`src/rtl/wpwm_pkg.sv`:
```
package wpwm_pkg;

    localparam int unsigned CH_N = 6;
    localparam int unsigned RES  = 8;
    localparam int unsigned AW   = 4;

    typedef logic [RES-1:0] duty_t;
    typedef logic [RES-1:0] seg_t;
    typedef logic [RES:0]   wide_t;

    localparam logic [AW-1:0] A_CTRL = AW'(6);
    localparam logic [AW-1:0] A_SEL  = AW'(7);
    localparam logic [AW-1:0] A_DIR  = AW'(8);
    localparam logic [AW-1:0] A_PORT = AW'(9);

    localparam int unsigned CTRL_HALT_BIT = 0;
    localparam int unsigned CTRL_INV_BIT  = 3;

    typedef struct packed {
        logic invert;
        logic halt;
    } ctrl_t;

    // Bit k owns segments whose low (RES-k) bits are 1 followed by zeros.
    function automatic logic slot_hit(input seg_t s, input int unsigned k);
        wide_t mask;
        wide_t want;
        mask = (wide_t'(1) << (RES - k)) - wide_t'(1);
        want = wide_t'(1) << (RES - 1 - k);
        return (wide_t'(s) & mask) == want;
    endfunction

endpackage

```
`src/rtl/wpwm_timebase.sv`:
```
module wpwm_timebase
    import wpwm_pkg::*;
#(
    parameter int unsigned CLK_DIV = 2,
    parameter int unsigned SEG_LEN = 16
) (
    input  logic clk,
    input  logic rst,
    input  logic run_i,
    output seg_t seg_o,
    output logic seg_adv_o
);

    localparam int unsigned DW = (CLK_DIV > 1) ? $clog2(CLK_DIV) : 1;
    localparam int unsigned SW = (SEG_LEN > 1) ? $clog2(SEG_LEN) : 1;

    logic half_tick;
    logic seg_adv;
    seg_t seg_q;

    generate
        if (CLK_DIV == 1) begin : g_nodiv
            assign half_tick = run_i;
        end else begin : g_div
            logic [DW-1:0] div_q;
            always_ff @(posedge clk) begin
                if (rst) begin
                    div_q <= '0;
                end else if (run_i) begin
                    div_q <= (div_q == DW'(CLK_DIV - 1)) ? '0 : div_q + DW'(1);
                end
            end
            assign half_tick = run_i && (div_q == DW'(CLK_DIV - 1));
        end

        if (SEG_LEN == 1) begin : g_nosub
            assign seg_adv = half_tick;
        end else begin : g_sub
            logic [SW-1:0] sub_q;
            always_ff @(posedge clk) begin
                if (rst) begin
                    sub_q <= '0;
                end else if (half_tick) begin
                    sub_q <= (sub_q == SW'(SEG_LEN - 1)) ? '0 : sub_q + SW'(1);
                end
            end
            assign seg_adv = half_tick && (sub_q == SW'(SEG_LEN - 1));
        end
    endgenerate

    always_ff @(posedge clk) begin
        if (rst) begin
            seg_q <= '0;
        end else if (seg_adv) begin
            seg_q <= seg_q + seg_t'(1);
        end
    end

    assign seg_o     = seg_q;
    assign seg_adv_o = seg_adv;

endmodule

```
`src/rtl/wpwm_slotdec.sv`:
```
module wpwm_slotdec
    import wpwm_pkg::*;
(
    input  seg_t           seg_i,
    output logic [RES-1:0] slot_o
);

    generate
        for (genvar k = 0; k < RES; k++) begin : g_slot
            assign slot_o[k] = slot_hit(seg_i, k);
        end
    endgenerate

endmodule

```
`src/rtl/wpwm_regs.sv`:
```
module wpwm_regs
    import wpwm_pkg::*;
(
    input  logic                      clk,
    input  logic                      rst,
    input  logic                      wr_en,
    input  logic [AW-1:0]             wr_addr,
    input  logic [RES-1:0]            wr_data,
    output logic [CH_N-1:0][RES-1:0]  duty_o,
    output ctrl_t                     ctrl_o,
    output logic [CH_N-1:0]           sel_o,
    output logic [CH_N-1:0]           dir_o,
    output logic [CH_N-1:0]           port_o
);

    ctrl_t           ctrl_q;
    logic [CH_N-1:0] sel_q;
    logic [CH_N-1:0] dir_q;
    logic [CH_N-1:0] port_q;

    generate
        for (genvar i = 0; i < CH_N; i++) begin : g_duty
            duty_t val_q;
            always_ff @(posedge clk) begin
                if (rst) begin
                    val_q <= '0;
                end else if (wr_en && wr_addr == AW'(i)) begin
                    val_q <= wr_data;
                end
            end
            assign duty_o[i] = val_q;
        end
    endgenerate

    always_ff @(posedge clk) begin
        if (rst) begin
            ctrl_q <= '0;
            sel_q  <= '0;
            dir_q  <= '0;
            port_q <= '0;
        end else if (wr_en) begin
            case (wr_addr)
                A_CTRL: begin
                    ctrl_q.halt   <= wr_data[CTRL_HALT_BIT];
                    ctrl_q.invert <= wr_data[CTRL_INV_BIT];
                end
                A_SEL:  sel_q  <= wr_data[CH_N-1:0];
                A_DIR:  dir_q  <= wr_data[CH_N-1:0];
                A_PORT: port_q <= wr_data[CH_N-1:0];
                default: ;
            endcase
        end
    end

    assign ctrl_o = ctrl_q;
    assign sel_o  = sel_q;
    assign dir_o  = dir_q;
    assign port_o = port_q;

endmodule

```
`src/rtl/wpwm_channel.sv`:
```
module wpwm_channel
    import wpwm_pkg::*;
(
    input  logic           clk,
    input  logic           rst,
    input  duty_t          duty_i,
    input  logic [RES-1:0] slot_i,
    input  logic           invert_i,
    input  logic           sel_i,
    input  logic           port_i,
    input  logic           dir_i,
    output logic           wave_o,
    output logic           pin_o,
    output logic           oe_o
);

    logic pwm_q;

    assign wave_o = |(duty_i & slot_i);

    always_ff @(posedge clk) begin
        if (rst) begin
            pwm_q <= 1'b0;
        end else begin
            pwm_q <= wave_o ^ invert_i;
        end
    end

    assign pin_o = sel_i ? pwm_q : port_i;
    assign oe_o  = dir_i;

endmodule

```
`src/rtl/wpwm_bank.sv`:
```
module wpwm_bank
    import wpwm_pkg::*;
#(
    parameter int unsigned CLK_DIV = 2,
    parameter int unsigned SEG_LEN = 16
) (
    input  logic            clk,
    input  logic            rst,
    input  logic            wr_en,
    input  logic [AW-1:0]   wr_addr,
    input  logic [RES-1:0]  wr_data,
    output logic [CH_N-1:0] pin_o,
    output logic [CH_N-1:0] pin_oe
);

    logic [CH_N-1:0][RES-1:0] duty_vec;
    ctrl_t                    ctrl;
    logic [CH_N-1:0]          sel_vec;
    logic [CH_N-1:0]          dir_vec;
    logic [CH_N-1:0]          port_vec;
    seg_t                     seg_idx;
    logic                     seg_adv;
    logic [RES-1:0]           slot_vec;
    logic [CH_N-1:0]          wave_vec;

    wpwm_regs u_regs (
        .clk     (clk),
        .rst     (rst),
        .wr_en   (wr_en),
        .wr_addr (wr_addr),
        .wr_data (wr_data),
        .duty_o  (duty_vec),
        .ctrl_o  (ctrl),
        .sel_o   (sel_vec),
        .dir_o   (dir_vec),
        .port_o  (port_vec)
    );

    wpwm_timebase #(
        .CLK_DIV (CLK_DIV),
        .SEG_LEN (SEG_LEN)
    ) u_timebase (
        .clk       (clk),
        .rst       (rst),
        .run_i     (!ctrl.halt),
        .seg_o     (seg_idx),
        .seg_adv_o (seg_adv)
    );

    wpwm_slotdec u_slotdec (
        .seg_i  (seg_idx),
        .slot_o (slot_vec)
    );

    generate
        for (genvar i = 0; i < CH_N; i++) begin : g_ch
            wpwm_channel u_ch (
                .clk      (clk),
                .rst      (rst),
                .duty_i   (duty_vec[i]),
                .slot_i   (slot_vec),
                .invert_i (ctrl.invert),
                .sel_i    (sel_vec[i]),
                .port_i   (port_vec[i]),
                .dir_i    (dir_vec[i]),
                .wave_o   (wave_vec[i]),
                .pin_o    (pin_o[i]),
                .oe_o     (pin_oe[i])
            );
        end
    endgenerate

endmodule

```
`config.mk`:
```
export PLATFORM = sky130hd
export DESIGN_NAME = wpwm_bank
export DESIGN_NICKNAME = d
export VERILOG_FILES = /design/src/rtl/wpwm_pkg.sv /design/src/rtl/wpwm_timebase.sv /design/src/rtl/wpwm_slotdec.sv /design/src/rtl/wpwm_regs.sv /design/src/rtl/wpwm_channel.sv /design/src/rtl/wpwm_bank.sv
export SDC_FILE = /design/constraint.sdc
export NUM_CORES = 1
export LEC_CHECK = 0
export CELL_PAD_IN_SITES_DETAIL_PLACEMENT = 0
export CELL_PAD_IN_SITES_GLOBAL_PLACEMENT = 1
export CORE_ASPECT_RATIO = 1.75
export CORE_MARGIN = 3
export CORE_UTILIZATION = 25
export CTS_CLUSTER_SIZE = 25
export DETAILED_ROUTE_END_ITERATION = 12
export HOLD_SLACK_MARGIN = 0.12
export PLACE_DENSITY = 0.47
export RECOVER_POWER = 50
export SYNTH_ARGS = -nofsm -noshare
export SYNTH_HDL_FRONTEND = slang
export SYNTH_SLANG_ARGS = --single-unit
```
`constraint.sdc`:
```
create_clock -name clk -period 2.8 [get_ports clk]
set_clock_uncertainty 0.15 [all_clocks]
set_input_delay 0.28 -clock clk [delete_from_list [all_inputs] [get_ports clk]]
set_output_delay 0.28 -clock clk [all_outputs]
set_load 0.02 [all_outputs]
```
; ---- After elaboration in Yosys (flattened, before gate mapping)
; Cells that the tools add are included.
[classes]
n_bitwise = 12
reduce_logical = 20
mux = 8
eq_ne = 17
n_addsub = 3
[ops]
columns = cell, count
row1 = AND 8 bit, 6
row2 = OR reduction 8 bit, 6
row3 = == test 4 x 3 -> 1 bit (second input constant), 4
row4 = == test 4 bit (second input constant), 4
row5 = adder 8 x 1 -> 8 bit (second input constant), 1
row6 = == test 4 x 2 -> 1 bit (second input constant), 2
row7 = == test 8 bit (second input constant), 1
row8 = logical AND 1 bit, 8
row9 = AND reduction 2 bit, 4
row10 = == test 7 bit (second input constant), 1
row11 = two-way mux 1 bit, 7
row12 = == test 6 bit (second input constant), 1
row13 = XOR 1 bit, 6
row14 = == test 5 bit (second input constant), 1
row15 = adder 4 x 1 -> 4 bit (second input constant), 1
row16 = == test 4 x 1 -> 1 bit (second input constant), 1
row17 = zero test 4 bit, 1
row18 = two-way mux 4 bit, 1
row19 = == test 3 bit (second input constant), 1
row20 = == test 2 bit (second input constant), 1
row21 = adder 1 bit (second input constant), 1
row22 = zero test 1 bit, 1
[word_totals]
elab_cells = 80
regBits = 87
in_bits = 15
output_inout_bits = 12

; ---- Logic depth before layout (Yosys ltp)
[logic_depth]
depth_word = 4
ltp_mapped = 9
ltp_nobuf = 7

; ---- Modules after synthesis
; Synthesis repeated with hierarchy kept, for this count alone.
[unflattened]
hier_cells = 393
area_unflattened_um2 = 4184.0
[by_module_without_submodules]
columns = mod, seq_area_each_um2, n_inst, area_per_inst_um2, cells_each
row1 = wpwm_regs, 1361.3, 1, 2715.1, 245
row2 = wpwm_channel, 20.0, 6, 126.4, 11
row3 = wpwm_timebase, 260.2, 1, 626.9, 71
row4 = wpwm_slotdec, 0.0, 1, 80.1, 10
row5 = wpwm_bank, 0.0, 1, 3.8, 1

; ---- Least setup slack after synthesis
; No wires, ideal clock.
[synth_timing]
path_kind = register to register
from = reg u_timebase.seg_q[0] (netlist: u_timebase.seg_o[0])
to = reg g_ch[2].u_ch.pwm_q
stages_incl_launch_ff = 9
setup_slack_ns = 0.612
t_required_ns = 2.521
period_less_slack_ns = 2.188
t_arrival_ns = 1.909
n_path_buf = 2
setup_ns = 0.129
path_cell_list = dfxtp_1 clkbuf_1 inv_1 ha_1 or4b_4 buf_6 nor4b_4 a221oi_1 mux2i_1
[synth_between]
elab_chain_len = 4
elab_cells_between_ends = 10
classes_between = 7 x eq/ne / 2 x bitwise / 1 x reduce/logical
[synth_rtl]
columns = element, line
row1 = from (decl), wpwm_timebase.sv:19  ; seg_t seg_q;
row2 = from (signal assigned), wpwm_timebase.sv:55  ; seg_q <= seg_q + seg_t'(1);
row3 = == test 8 bit (tied with other cells), wpwm_pkg.sv:30  ; return (wide_t'(s) & mask) == want;
row4 = AND 8 bit (*), wpwm_channel.sv:19  ; assign wave_o = |(duty_i & slot_i);
row5 = OR reduction 8 bit (*), wpwm_channel.sv:19
row6 = XOR 1 bit (*), wpwm_channel.sv:25  ; pwm_q <= wave_o ^ invert_i;
row7 = to (signal assigned), wpwm_channel.sv:25
row8 = to (decl), wpwm_channel.sv:17  ; logic pwm_q;
; Mark *: on every way between the ends. The rest lies on a longest branch, timed or not.
; A chain may end at the register's enable or synchronous reset.

; ---- Worst setup path in the final report
[layout_timing]
from = reg u_timebase.seg_q[1] (netlist: u_timebase.seg_o[1])
to = reg g_ch[4].u_ch.pwm_q
[layout_between]
elab_chain_len = 4
elab_cells_between_ends = 10
classes_between = 7 x eq/ne / 2 x bitwise / 1 x reduce/logical
[layout_rtl]
columns = element, line
row1 = == test 8 bit (tied with other cells), wpwm_pkg.sv:30
row2 = AND 8 bit (*), wpwm_channel.sv:19
row3 = OR reduction 8 bit (*), wpwm_channel.sv:19
row4 = XOR 1 bit (*), wpwm_channel.sv:25
row5 = to (signal assigned), wpwm_channel.sv:25
row6 = to (decl), wpwm_channel.sv:17
; Marks and branches as above.

==> impl_metrics.json <==
{
  "status": "finished, final reports clean",
  "min_period_ps": 2200,
  "final_cell_area_mm2": 0.00441,
  "tns_ps": 0,
  "intPower_mw": 2.03,
  "grt_max_degree": 43,
  "syn_area_mm2": 0.00376,
  "cp.buffers_inverters": 1,
  "dpl-instance-area_mm2": 0.00412,
  "powerDensity_mw_per_mm2": 597,
  "die_area_mm2": 0.0166,
  "path_clk_slew_ps": 60,
  "combPwrFrac": 0.048,
  "worst_pin_slew_ps": 753,
  "fp.dieW_um": 98.8,
  "worst_slack_ps": 603,
  "synth_area_per_cell_um2": 9.60,
  "first_pass_iters": 4,
  "cp_top_family": "compound AO/OA/AOI/OAI gates",
  "synth_seq_cells": 87,
  "max_stage_delay_ps": 380,
  "final_max_slew_viol_count": 0,
  "hold_path_class": "in2reg",
  "cts_resized": 0,
  "io_pins": 27,
  "hp-start": "rst",
  "setup_viol": 0,
  "switching_share": 0.229,
  "final_cell_mix": "dfxtp_1, nor2_1, mux2i_1",
  "synthDistinctLibCells": 36,
  "drive_gt1_frac": 0.0813,
  "worstPathRequired_ps": 2920,
  "globalplace.congestion": 0.737,
  "cts_tree": "built",
  "cts_buffer_depth": 2,
  "numCtsBuffers": 9,
  "final_common_cell": "dfxtp_1",
  "max_cap_violations": 0,
  "ctsHtreeMaxLevel": 3,
  "clockRootBuffer": "clkbuf_16",
  "clk_latency_ps": 340,
  "cp-end-kind": "flop",
  "ant_nets": 0,
  "seqCellArea_mm2": 0.00174,
  "antenna_found_initial": 0,
  "start_util": 0.258,
  "die_height_um": 168,
  "multiInputGateArea_mm2": 0.00180,
  "first_global_vias": 2698,
  "vias": 2662,
  "yosys-top-cells-area": "dfxtp_1, mux2i_1, nor2_1",
  "leakage_nw": 1.84,
  "path_class": "reg2reg",
  "syn_to_final_growth_pct": 17.1,
  "cp_slowest_cell": "dfxtp_1",
  "ir_drop_mv": 0.241,
  "fmax_mhz": 455,
  "synth_edf_count": 0,
  "wirelength_mm": 10.0,
  "wl_per_cell_um": 17.1,
  "p_seq_frac": 0.481,
  "postCtsSetupBuffers": 0,
  "min_period_over_period": 0.785,
  "nFillCells": 1544,
  "grt_usage": 0.125,
  "arrival_ps": 2310,
  "r2r_cells": 7,
  "synth_nets": 411,
  "viasPerCell": 4.54,
  "diodes": 0,
  "cts_hold_buf": 0,
  "postSynthCellCount": 392,
  "clkPwrFrac": 0.471,
  "placementRows": 58,
  "final_nets": 420,
  "r2r-end": "g_ch[4].u_ch.pwm_q",
  "rrSetupSlack_ps": 600,
  "port-buffer-count": 26,
  "async_reset_ff_frac": 0,
  "post-route-util": 0.302,
  "place_ws_ps": 516,
  "yosys.area.top_type": "dfxtp_1",
  "slew_headroom": 0.498,
  "worstHoldPathCells": 3,
  "synth_top_area_share": 0.463,
  "final_hold_viol_count": 0,
  "worstPathCellList": "inv_1 -> ha_1 -> and2_1 -> a222oi_1 -> o211ai_1 -> a221oi_1 -> mux2i_1",
  "ys.warnings.count": 0,
  "ys_seq_area_frac": 0.463,
  "r2r-start": "u_timebase.seg_o[1]",
  "grt_pass1_wl_mm": 15.8,
  "start_kind": "flop",
  "overflow": 0,
  "p_switching_mw": 0.603,
  "ys.flop_type": "dfxtp_1",
  "coreArea_mm2": 0.0146,
  "drt_iter0_drc": 112,
  "critPathMaxFanout": 6,
  "grt_setup_unrepaired": "no",
  "holdPathEnd": "g_ch[2].u_ch.pwm_q",
  "clock_sinks": 87,
  "dp_hpwl_mm": 7.15,
  "drcViolationCount": 0
}
cell usage after synthesis (6+ instances only):
library cell / n
dfxtp_1: 87
nor2_1: 84
mux2i_1: 75
clkbuf_1: 23
nand2_1: 23
buf_4: 12
a21oi_1: 6
a222oi_1: 6
mux2_2: 6
per-stage QoR:
step | hold WS, ps | power, mW | std cells
floorplan | 274 | 1.37 | 392
detailed placement | 334 | 1.42 | 570
CTS | 203 | 2.67 | 586
finish | 214 | 2.63 | 586
global route | 250 | 2.72 | 586
global placement | 319 | 1.42 | 570
cell type report:
cell class,count,share of cell area
tap,180,0.0511
inverter,2,0.00170
sequential,87,0.395
clock inverter,6,0.0156
timing repair buffer,38,0.0741
multi-input combinational,263,0.408
clock buffer,10,0.0542
routing by layer:
| metal | GRT usage | vias to the layer above | routed length [µm] |
|---|---|---|---|
| li1 | - | 1342 | - |
| met1 | 0.133 | 1286 | 3900 |
| met2 | 0.237 | 26 | 5710 |
| met3 | 0.0228 | 8 | 185 |
| met4 | 0.0488 | 0 | 204 |
| met5 | 0 | - | 0 |
cells by family (layout without fill, tap and decap cells):
| family | after synthesis | in the layout | synth area share |
|---|---|---|---|
| xor+xnor | 8 | 8 | 0.0186 |
| buf+inv | 42 | 56 | 0.0582 |
| simple gates | 142 | 142 | 0.175 |
| mux | 81 | 81 | 0.217 |
| fa+ha+maj | 4 | 4 | 0.0133 |
| compound gates | 28 | 28 | 0.0545 |
| flops | 87 | 87 | 0.463 |
power by group through the flow:
stage | Clock, mW | Combinational (mW) | Sequential [mW]
2_1_floorplan | 0 | 0.0793 | 1.29
3_3_place_gp | 0 | 0.130 | 1.29
3_5_place_dp | 0 | 0.131 | 1.29
4_1_cts | 1.27 | 0.131 | 1.27
5_1_grt | 1.32 | 0.139 | 1.27
6_report | 1.24 | 0.126 | 1.27
state kept, by name, summed over array words and instances (netlist names):
register                count
u_regs.dir_o                6
g_ch.u_ch.pwm_q             6
u_regs.g_duty.val_q        48
u_timebase.g_sub.sub_q      4
u_regs.sel_o                6
u_regs.port_o               6
u_timebase.seg_o            8
u_regs.ctrl_o               2
u_timebase.g_div.div_q      1
worst max-delay path by stage:
stage / endpoint / depth (start not counted) / slack (ps) / startpoint
final: g_ch[4].u_ch.pwm_q / 7 / 600 / u_timebase.seg_o[1]
after global routing: g_ch[2].u_ch.pwm_q / 7 / 400 / u_timebase.seg_o[1]
after CTS: g_ch[4].u_ch.pwm_q / 7 / 550 / u_timebase.seg_o[1]
after detailed placement: u_regs.g_duty[1].val_q[0] / 5 / 520 / wr_addr[2]
after global placement: u_regs.g_duty[1].val_q[3] / 5 / 550 / wr_addr[2]
after floorplan: g_ch[2].u_ch.pwm_q / 8 / 610 / u_timebase.seg_o[0]
tightest hold or removal path: cells and delay by family:
family | cells | cell delay [ps]
buffers and inverters | 1 | 110
multiplexers | 1 | 80
AND/OR/NAND/NOR | 1 | 180
(Power assumes the default switching activity.)
